[src/rtl/cipher_slave_pkg.sv]
package cipher_slave_pkg;
   localparam int WORD_W    = 32;
   localparam int BLK_WORDS = 4;
   localparam int BLK_W     = WORD_W * BLK_WORDS;
   localparam int KEY_SPAN  = 8;

   // word offsets of the register window
   localparam int KEY_BASE  = 0;
   localparam int DIN_BASE  = 8;
   localparam int RES_BASE  = 12;
   localparam int CTRL_OFS  = 16;

   // control word bit positions
   localparam int CB_ENC  = 0;
   localparam int CB_DEC  = 1;
   localparam int CB_IEN  = 2;
   localparam int CB_KSTB = 3;
   localparam int CB_DSTB = 4;
   localparam int CB_KRDY = 5;
   localparam int CB_PEND = 6;
   localparam int CB_W    = 5;   // writable bits

   typedef struct packed {
      logic dstb;
      logic kstb;
      logic ien;
      logic dec;
      logic enc;
   } ctrl_t;
endpackage

[src/rtl/cs_word_bank.sv]
module cs_word_bank import cipher_slave_pkg::*; #(
   parameter int N_WORDS = 4,
   parameter int BASE    = 0,
   parameter int ADDR_W  = 5
) (
   input  logic                      clk,
   input  logic                      rst,
   input  logic                      wr_en,
   input  logic [ADDR_W-1:0]         wr_addr,
   input  logic [WORD_W-1:0]         wr_data,
   output logic [N_WORDS*WORD_W-1:0] words_o,
   output logic                      hit_o
);
   localparam int REL_W = ADDR_W + 1;

   if (N_WORDS < 1 || BASE + N_WORDS > (1 << ADDR_W)) begin : g_bad_range
      $error("cs_word_bank: window does not fit the address space");
   end

   for (genvar i = 0; i < N_WORDS; i++) begin : g_word
      logic [WORD_W-1:0] q;
      always_ff @(posedge clk) begin
         if (rst)
            q <= '0;
         else if (wr_en && wr_addr == ADDR_W'(BASE + i))
            q <= wr_data;
      end
      assign words_o[i*WORD_W +: WORD_W] = q;
   end

   // offset relative to the window base; wraps high when below it
   logic [REL_W-1:0] rel;
   always_comb begin
      rel   = {1'b0, wr_addr} - REL_W'(BASE);
      hit_o = wr_en && (rel < REL_W'(N_WORDS));
   end
endmodule

[src/rtl/cs_result_bank.sv]
module cs_result_bank import cipher_slave_pkg::*; #(
   parameter int N_WORDS = BLK_WORDS
) (
   input  logic                      clk,
   input  logic                      rst,
   input  logic                      load,
   input  logic [N_WORDS*WORD_W-1:0] load_data,
   output logic [N_WORDS*WORD_W-1:0] words_o
);
   if (N_WORDS < 1) begin : g_bad_size
      $error("cs_result_bank: needs at least one word");
   end

   always_ff @(posedge clk) begin
      if (rst)
         words_o <= '0;
      else if (load)
         words_o <= load_data;
   end
endmodule

[src/rtl/cs_ctrl_word.sv]
module cs_ctrl_word import cipher_slave_pkg::*; #(
   parameter bit DEC_EN = 1'b1
) (
   input  logic              clk,
   input  logic              rst,
   input  logic              ctrl_wr,
   input  logic [CB_W-1:0]   cmd_bits,
   input  logic              key_touch,
   input  logic              data_touch,
   input  logic              core_done,
   input  logic              key_ready_i,
   output logic              enc_o,
   output logic              dec_o,
   output logic              kstb_o,
   output logic              dstb_o,
   output logic              irq_o,
   output logic [WORD_W-1:0] rd_word_o
);
   ctrl_t cur, nxt, nxt_f;
   logic  pend_q, pend_n;
   logic  krdy_q, irq_q;
   logic  dec_allow;

   always_comb begin
      nxt    = cur;
      pend_n = pend_q;
      if (ctrl_wr) begin
         nxt.enc  = cmd_bits[CB_ENC];
         nxt.dec  = cmd_bits[CB_DEC] & ~cmd_bits[CB_ENC];
         nxt.ien  = cmd_bits[CB_IEN];
         nxt.kstb = cmd_bits[CB_KSTB];
         nxt.dstb = cmd_bits[CB_DSTB];
         pend_n   = 1'b0;
      end else if (core_done) begin
         nxt.enc = 1'b0;
         nxt.dec = 1'b0;
      end
      if (key_touch)  nxt.kstb = 1'b0;
      if (data_touch) nxt.dstb = 1'b0;
      if (core_done)  pend_n   = 1'b1;
   end

   if (DEC_EN) begin : g_dec
      always_comb dec_allow = nxt.dec;
   end else begin : g_no_dec
      always_comb dec_allow = 1'b0;
   end

   always_comb begin
      nxt_f     = nxt;
      nxt_f.dec = dec_allow;
   end

   always_ff @(posedge clk) begin
      if (rst) begin
         cur    <= '0;
         pend_q <= 1'b0;
         krdy_q <= 1'b0;
         irq_q  <= 1'b0;
      end else begin
         cur    <= nxt_f;
         pend_q <= pend_n;
         krdy_q <= key_ready_i;
         irq_q  <= pend_n & nxt_f.ien;
      end
   end

   always_comb begin
      rd_word_o          = '0;
      rd_word_o[CB_ENC]  = cur.enc;
      rd_word_o[CB_DEC]  = cur.dec;
      rd_word_o[CB_IEN]  = cur.ien;
      rd_word_o[CB_KSTB] = cur.kstb;
      rd_word_o[CB_DSTB] = cur.dstb;
      rd_word_o[CB_KRDY] = krdy_q;
      rd_word_o[CB_PEND] = pend_q;
   end

   assign enc_o  = cur.enc;
   assign dec_o  = cur.dec;
   assign kstb_o = cur.kstb;
   assign dstb_o = cur.dstb;
   assign irq_o  = irq_q;
endmodule

[src/rtl/cipher_reg_slave.sv]
module cipher_reg_slave import cipher_slave_pkg::*; #(
   parameter int KEY_WORDS = 8,
   parameter bit DEC_EN    = 1'b1,
   parameter int ADDR_W    = 5
) (
   input  logic                        clk,
   input  logic                        rst,
   input  logic [ADDR_W-1:0]           bus_addr,
   input  logic                        bus_wr,
   input  logic [WORD_W-1:0]           bus_wdata,
   input  logic                        bus_rd,
   output logic [WORD_W-1:0]           bus_rdata,
   output logic                        irq,
   output logic [KEY_WORDS*WORD_W-1:0] core_key,
   output logic [BLK_W-1:0]            core_din,
   output logic                        core_key_stable,
   output logic                        core_data_stable,
   output logic                        core_enc,
   output logic                        core_dec,
   input  logic                        core_key_ready,
   input  logic                        core_done,
   input  logic [BLK_W-1:0]            core_dout
);
   localparam int KEY_W = KEY_WORDS * WORD_W;

   if (KEY_WORDS != 4 && KEY_WORDS != 6 && KEY_WORDS != 8) begin : g_bad_key
      $error("cipher_reg_slave: KEY_WORDS must be 4, 6 or 8");
   end
   if (ADDR_W < 5) begin : g_bad_addr
      $error("cipher_reg_slave: ADDR_W must reach offset 16");
   end

   logic [KEY_W-1:0]  key_q;
   logic [BLK_W-1:0]  din_q;
   logic [BLK_W-1:0]  res_q;
   logic [WORD_W-1:0] ctrl_rd;
   logic              key_hit, din_hit, ctrl_wr, ctrl_ien;
   logic [WORD_W-1:0] rd_next;

   assign ctrl_wr  = bus_wr && (bus_addr == ADDR_W'(CTRL_OFS));
   assign ctrl_ien = ctrl_rd[CB_IEN];

   cs_word_bank #(.N_WORDS(KEY_WORDS), .BASE(KEY_BASE), .ADDR_W(ADDR_W)) u_key (
      .clk(clk), .rst(rst), .wr_en(bus_wr), .wr_addr(bus_addr),
      .wr_data(bus_wdata), .words_o(key_q), .hit_o(key_hit));

   cs_word_bank #(.N_WORDS(BLK_WORDS), .BASE(DIN_BASE), .ADDR_W(ADDR_W)) u_din (
      .clk(clk), .rst(rst), .wr_en(bus_wr), .wr_addr(bus_addr),
      .wr_data(bus_wdata), .words_o(din_q), .hit_o(din_hit));

   cs_result_bank #(.N_WORDS(BLK_WORDS)) u_res (
      .clk(clk), .rst(rst), .load(core_done), .load_data(core_dout),
      .words_o(res_q));

   cs_ctrl_word #(.DEC_EN(DEC_EN)) u_ctrl (
      .clk(clk), .rst(rst), .ctrl_wr(ctrl_wr), .cmd_bits(bus_wdata[CB_W-1:0]),
      .key_touch(key_hit), .data_touch(din_hit), .core_done(core_done),
      .key_ready_i(core_key_ready), .enc_o(core_enc), .dec_o(core_dec),
      .kstb_o(core_key_stable), .dstb_o(core_data_stable), .irq_o(irq),
      .rd_word_o(ctrl_rd));

   always_comb begin
      rd_next = '0;
      for (int i = 0; i < KEY_WORDS; i++)
         if (bus_addr == ADDR_W'(KEY_BASE + i)) rd_next = key_q[i*WORD_W +: WORD_W];
      for (int i = 0; i < BLK_WORDS; i++) begin
         if (bus_addr == ADDR_W'(DIN_BASE + i)) rd_next = din_q[i*WORD_W +: WORD_W];
         if (bus_addr == ADDR_W'(RES_BASE + i)) rd_next = res_q[i*WORD_W +: WORD_W];
      end
      if (bus_addr == ADDR_W'(CTRL_OFS)) rd_next = ctrl_rd;
   end

   always_ff @(posedge clk) begin
      if (rst)
         bus_rdata <= '0;
      else
         bus_rdata <= bus_rd ? rd_next : '0;
   end

   assign core_key = key_q;
   assign core_din = din_q;
endmodule

[config.mk]
export PLATFORM = sky130hd
export DESIGN_NAME = cipher_reg_slave
export DESIGN_NICKNAME = d
export VERILOG_FILES = /design/src/rtl/cipher_slave_pkg.sv /design/src/rtl/cs_word_bank.sv /design/src/rtl/cs_result_bank.sv /design/src/rtl/cs_ctrl_word.sv /design/src/rtl/cipher_reg_slave.sv
export SDC_FILE = /design/constraint.sdc
export NUM_CORES = 1
export LEC_CHECK = 0
export BUFFER_PORTS_ARGS = -buffer_cell sky130_fd_sc_hd__buf_2
export CORE_MARGIN = 8
export CORE_UTILIZATION = 45
export CTS_CLUSTER_DIAMETER = 40
export DETAILED_ROUTE_END_ITERATION = 10
export PLACE_DENSITY = 0.69
export SLEW_MARGIN = 10
export SYNTH_ARGS = -nofsm -noshare
export SYNTH_HDL_FRONTEND = slang
export SYNTH_SLANG_ARGS = --single-unit
[constraint.sdc]
create_clock -name clk -period 1.9 [get_ports clk]
set_input_delay 0.095 -clock clk [delete_from_list [all_inputs] [get_ports clk]]
set_output_delay 0.095 -clock clk [all_outputs]
set_load 0.05 [all_outputs]
## Word-level counts from Yosys, hierarchy flattened

Index checks and enable logic that the tools add are counted.

| operators by class | value |
|---|---|
| equality and inequality tests | 16 |
| reductions and logical operators | 21 |
| bitwise operators | 4 |
| mux-type cells | 22 |
| magnitude comparators | 2 |
| $add $sub $neg | 1 |

Operators by type and width:

| kind | count |
|---|---|
| $mux W32 | 16 |
| $eq A5 B4 Y1 const B | 8 |
| $eq A5 B3 Y1 const B | 4 |
| $logic_and A1 B1 Y1 | 15 |
| $eq A5 B2 Y1 const B | 2 |
| $mux W7 | 1 |
| $lt A6 B3 Y1 const B | 1 |
| $reduce_or A2 Y1 | 3 |
| $sub A5 B4 Y6 const B | 1 |
| $eq A5 B1 Y1 const B | 1 |
| $eq A5 B5 Y1 const B | 1 |
| $logic_not A5 Y1 | 1 |
| $lt A5 B4 Y1 const B | 1 |
| $mux W2 | 2 |
| $mux W1 | 3 |
| $reduce_or A3 Y1 | 1 |
| $and A1 B1 Y1 | 2 |
| $not A1 Y1 | 2 |
| $reduce_bool A2 Y1 | 1 |

| storage, ports and cells | value |
|---|---|
| word-level logic and storage cells | 89 |
| input bits | 171 |
| flip-flop bits (word level) | 552 |
| output and inout port bits | 421 |

## Longest topological paths before layout

| depth | value |
|---|---|
| depth after elaboration | 18 |
| mapped depth | 10 |
| gate-level depth less buffers | 6 |

## Modules after synthesis

Synthesis repeated with hierarchy kept, for this count alone.

| second synthesis, totals | value |
|---|---|
| cell total of the unflattened synthesis | 2725 |
| area total of the unflattened synthesis | 26257.7 um2 |

By module, submodules not included:

| module | times used | cells an instance | area an instance (um2) | sequential area each (um2) |
|---|---|---|---|---|
| cs_word_bank (u_key) | 1 | 905 | 10007.1 | 5124.9 |
| cipher_reg_slave | 1 | 892 | 5975.7 | 640.6 |
| cs_word_bank (u_din) | 1 | 454 | 5083.6 | 2562.5 |
| cs_result_bank | 1 | 412 | 4652.0 | 2562.5 |
| cs_ctrl_word | 1 | 62 | 539.3 | 160.2 |

## Worst setup path before layout

Ideal clock, no wire load.

| timing path | value |
|---|---|
| kind | register -> register |
| start point | register u_key.g_word[0].q[18] |
| end point | register bus_rdata[18] |
| stages on the path, launching flop included | 7 |
| path slack | -54 ps |
| buffers on the path | 0 |
| setup time | 92 ps |
| arrival | 1862 ps |
| path through | dfxtp_1 or3b_1 a2111oi_0 a221oi_1 a21oi_1 a2111oi_0 o32ai_1 |

| between the ends | value |
|---|---|
| longest elaborated chain between the ends | 16 |

RTL lines:

| item | line | source |
|---|---|---|
| start: declaration | cs_word_bank.sv:21 | `logic [WORD_W-1:0] q;` |
| start signal: assignment | cs_word_bank.sv:26 | `q <= wr_data;` |
| $mux W32 (8 in a row) | cipher_reg_slave.sv:65 | `if (bus_addr == ADDR_W'(KEY_BASE + i)) rd_next = key_q[i*WORD_W +: WORD_W];` |
| $mux W32 | cipher_reg_slave.sv:67 | `if (bus_addr == ADDR_W'(DIN_BASE + i)) rd_next = din_q[i*WORD_W +: WORD_W];` |
| $mux W32 | cipher_reg_slave.sv:68 | `if (bus_addr == ADDR_W'(RES_BASE + i)) rd_next = res_q[i*WORD_W +: WORD_W];` |
| $mux W32 | cipher_reg_slave.sv:67 |  |
| $mux W32 | cipher_reg_slave.sv:68 |  |
| $mux W32 | cipher_reg_slave.sv:67 |  |
| $mux W32 | cipher_reg_slave.sv:68 |  |
| $mux W32 | cipher_reg_slave.sv:67 |  |
| $mux W32 | cipher_reg_slave.sv:68 |  |
| end signal: assignment | cipher_reg_slave.sv:77 | `bus_rdata <= bus_rd ? rd_next : '0;` |
| end: declaration | cipher_reg_slave.sv:12 | `output logic [WORD_W-1:0] bus_rdata,` |

Every way passes these cells.
A chain may end at the register's enable or synchronous reset.

## Worst setup path in the final report

Ends and elaborated chain as after synthesis.

==> results.toml <==
[sta]
unrepaired_setup_endpoints_after_global_routing = "yes"
setup_total_negative_slack_ps = 0
final_min_period_over_clock_period = 0.995
clock-skew-final_ps = 26.4
fmaxAchievable_mhz = 529
setup_viol = 0
fin_crit_ps = 1890
slew-limit-headroom = 0.545
hold_slack_ps = 61.8
timing_max_transition_violations_final = 0
tightest_slew_ps = 683
timing_hold_violations_final = 0

[logic_synthesis]
synth_warnings = 0
yosysUniqueCellTypes = 78
synthFlopType = "sky130_fd_sc_hd__dfxtp_1"
synth_area_um2 = 23700
edff_count_synth = 0
synth.yosys.seq_area_share = 0.467
syn-num-nets = 3197
syn_avg_cell_area_um2 = 7.82
syn-instance-count = 3025
total_of_flip_flops_plus_latches_after_synthesis = 552
async_reset_ff_frac = 0

[clocking]
clock_insertion_delay_worst_skew_ps = 650
clkSinkCount = 552
cts.htree.levels = 3
clock_slew_at_reported_path_ffs_ps = 60
clk_root_buffer_cell = "sky130_fd_sc_hd__clkbuf_16"
cts-root-to-sink-buffers = 3
post_cts_buffers = 0
cts_buffers = 88
tritoncts = "done"

[setup_path]
critPathMaxFanout = 2
worst-setup-path-type = "register to register"
critical_path_required_ps = 2440
crit_arrival_ps = 2430
cp-start-kind = "register"
cp-end-kind = "register"
r2r_slack_ps = 9

[cells_and_area]
utilization = 0.667
final_net_count = 4166
layout.cell_area.non_filler_um2 = 34800
syn_to_final_growth_pct = 47.3
drive_above_1_share = 0.284

[floorplanning]
design.die.area_um2 = 60200
die_width_um = 245
start_util = 0.453
die_y_um = 245
core_rows = 84
floorplan.core_area_um2 = 52200
boundaryPins = 592

[global_routing]
grt_use_total = 0.405
grt_pass1_wl_um = 184000
remaining_overflow_grt = 0
grt_max_degree = 123
antenna_found_initial = 3
first_global_vias = 26871

[drt]
routed-via-count = 28397
drt-wirelength-per-cell_um = 27.0
detailedRoute.firstPassIterationCount = 6
detailedRoute.firstIterationViolations = 4026
antenna_violating_nets_left = 0
vias_per_cell = 5.97
post-route-drc-count = 0
routed_wl_um = 128000

[placement]
routabilityCongestion = 1.03
postPlaceCellArea_um2 = 29700
detailed_place_hpwl_um = 94000
port-buffer-count = 591

[min_path]
hp-class = "primary input to register"

[pwr]
static-leakage-power_nw = 14.9
post-layout-total-power_w = 0.0320
worst_ir_drop_vdd_mv = 0.673
power.density_cell_area_nw_per_um2 = 918

[flow_run]
drv.max_cap_violation_count = 0

[run_status]
outcome = "complete, no violations"
==> timing repair <==
item | 4_1_cts | 5_1_grt
setup endpoints to repair | 2 | 3
pin swaps | 1 | 0
endpoints found under the hold margin | 519 | 0
gates resized for setup | 4 | 6
hold buffers | 200 | 0
==> layout make-up <==
cell class / count / area [µm²]
Antenna cell: 5 / 12.5
Clock inverter: 63 / 772
Multi-Input combinational cell: 2187 / 11400
Clock buffer: 99 / 2320
Inverter: 12 / 45.0
Tap cell: 688 / 861
Sequential cell: 552 / 11100
Fill cell: 4282 / 17400
Timing Repair Buffer: 1153 / 8320
==> power breakdown <==
part           switching (W)  internal [W]  total [W]  leakage [nW]
clock network        0.00647        0.0103     0.0167          1.48
registers           0.000227        0.0118     0.0121          4.48
logic                0.00194       0.00125    0.00319          8.96
total                0.00864        0.0233     0.0320          14.9
==> synth_stat cells, types with 11 or more instances <==
cell type	instances	area, µm²
sky130_fd_sc_hd__nand2_1	838	3150
sky130_fd_sc_hd__dfxtp_1	552	11100
sky130_fd_sc_hd__a21oi_1	484	2420
sky130_fd_sc_hd__nor2_1	215	807
sky130_fd_sc_hd__clkbuf_1	178	668
sky130_fd_sc_hd__mux2i_1	141	1410
sky130_fd_sc_hd__buf_2	69	345
sky130_fd_sc_hd__o21ai_0	68	340
sky130_fd_sc_hd__o22ai_1	52	325
sky130_fd_sc_hd__a22oi_1	48	360
sky130_fd_sc_hd__a221oi_1	31	272
sky130_fd_sc_hd__nand3_1	28	140
sky130_fd_sc_hd__nor3_1	23	115
sky130_fd_sc_hd__o211ai_1	19	143
sky130_fd_sc_hd__a31oi_1	16	100
sky130_fd_sc_hd__a211oi_1	14	105
sky130_fd_sc_hd__buf_1	14	52.6
sky130_fd_sc_hd__nor2b_1	13	81.3
sky130_fd_sc_hd__nand2b_1	12	75.1
sky130_fd_sc_hd__inv_1	11	41.3
sky130_fd_sc_hd__o2bb2ai_1	11	96.3
==> per-stage QoR <==
stage,setup WS [ps],instances
after global placement,-414,4392
after global routing,-83.4,4756
final,9.40,4759
after detailed placement,-392,4392
after floorplan,108,3025
after CTS,19.9,4754
==> flip-flops by register name, indices dropped and copies added (netlist names) <==
name              flops
u_ctrl.enc_o          1
u_ctrl.krdy_q         1
u_ctrl.kstb_o         1
u_ctrl.rd_word_o      1
u_ctrl.dstb_o         1
u_din.g_word.q      128
u_ctrl.pend_q         1
u_res.words_o       128
u_ctrl.irq_o          1
bus_rdata            32
u_key.g_word.q      256
u_ctrl.dec_o          1
==> kinds of logic after synthesis <==
family                   count (synthesis)  share of synthesized area
AO/OA/AOI/OAI                          839                      0.211
multiplexers                           144                     0.0611
flip-flops                             552                      0.467
AND/OR/NAND/NOR                       1203                      0.209
adder cells (fa/ha/maj)                  1                   0.000529
buffers and inverters                  286                     0.0516
==> layout by cell type, fill, tap and decap left out, types with 19 or more instances in the layout <==
cell / n
sky130_fd_sc_hd__nand2_1: 838
sky130_fd_sc_hd__buf_2: 589
sky130_fd_sc_hd__dfxtp_1: 550
sky130_fd_sc_hd__a21oi_1: 483
sky130_fd_sc_hd__buf_4: 312
sky130_fd_sc_hd__nor2_1: 208
sky130_fd_sc_hd__dlygate4sd3_1: 200
sky130_fd_sc_hd__mux2i_1: 141
sky130_fd_sc_hd__clkbuf_16: 88
sky130_fd_sc_hd__o21ai_0: 68
sky130_fd_sc_hd__o22ai_1: 52
sky130_fd_sc_hd__buf_12: 50
sky130_fd_sc_hd__a22oi_1: 48
sky130_fd_sc_hd__a221oi_1: 30
sky130_fd_sc_hd__nand3_1: 28
sky130_fd_sc_hd__nor3_1: 23
sky130_fd_sc_hd__o211ai_1: 19
==> path summary, 6_finish.rpt <==
check | startpoint | end | cells past startpoint
worst max-delay path | u_key.g_word[0].q[18] | bus_rdata[18] | 7
worst min-delay path | bus_wr | u_ctrl.dec_o | 4
worst max register to register | u_key.g_word[0].q[18] | bus_rdata[18] | 7
worst min register to register | u_key.g_word[5].q[11] | u_key.g_word[5].q[11] | 2
==> worst max-delay path: stages (launching register included) <==
cell and delay [ps]:
sky130_fd_sc_hd__dfxtp_2 320, sky130_fd_sc_hd__or3b_1 370, sky130_fd_sc_hd__a2111oi_2 360, sky130_fd_sc_hd__a221oi_2 70, sky130_fd_sc_hd__a21oi_2 220, sky130_fd_sc_hd__buf_4 140, sky130_fd_sc_hd__a2111oi_1 40, sky130_fd_sc_hd__o32ai_1 260
==> per-layer routing <==
metal	GRT usage	routed length, µm	vias up
met1	0.522	49300	13318
met5	0	0	-
met4	0.218	7280	0
met3	0.112	16100	441
li1	-	-	12402
met2	0.609	55700	2236
Power figures use the tool's default switching activity.
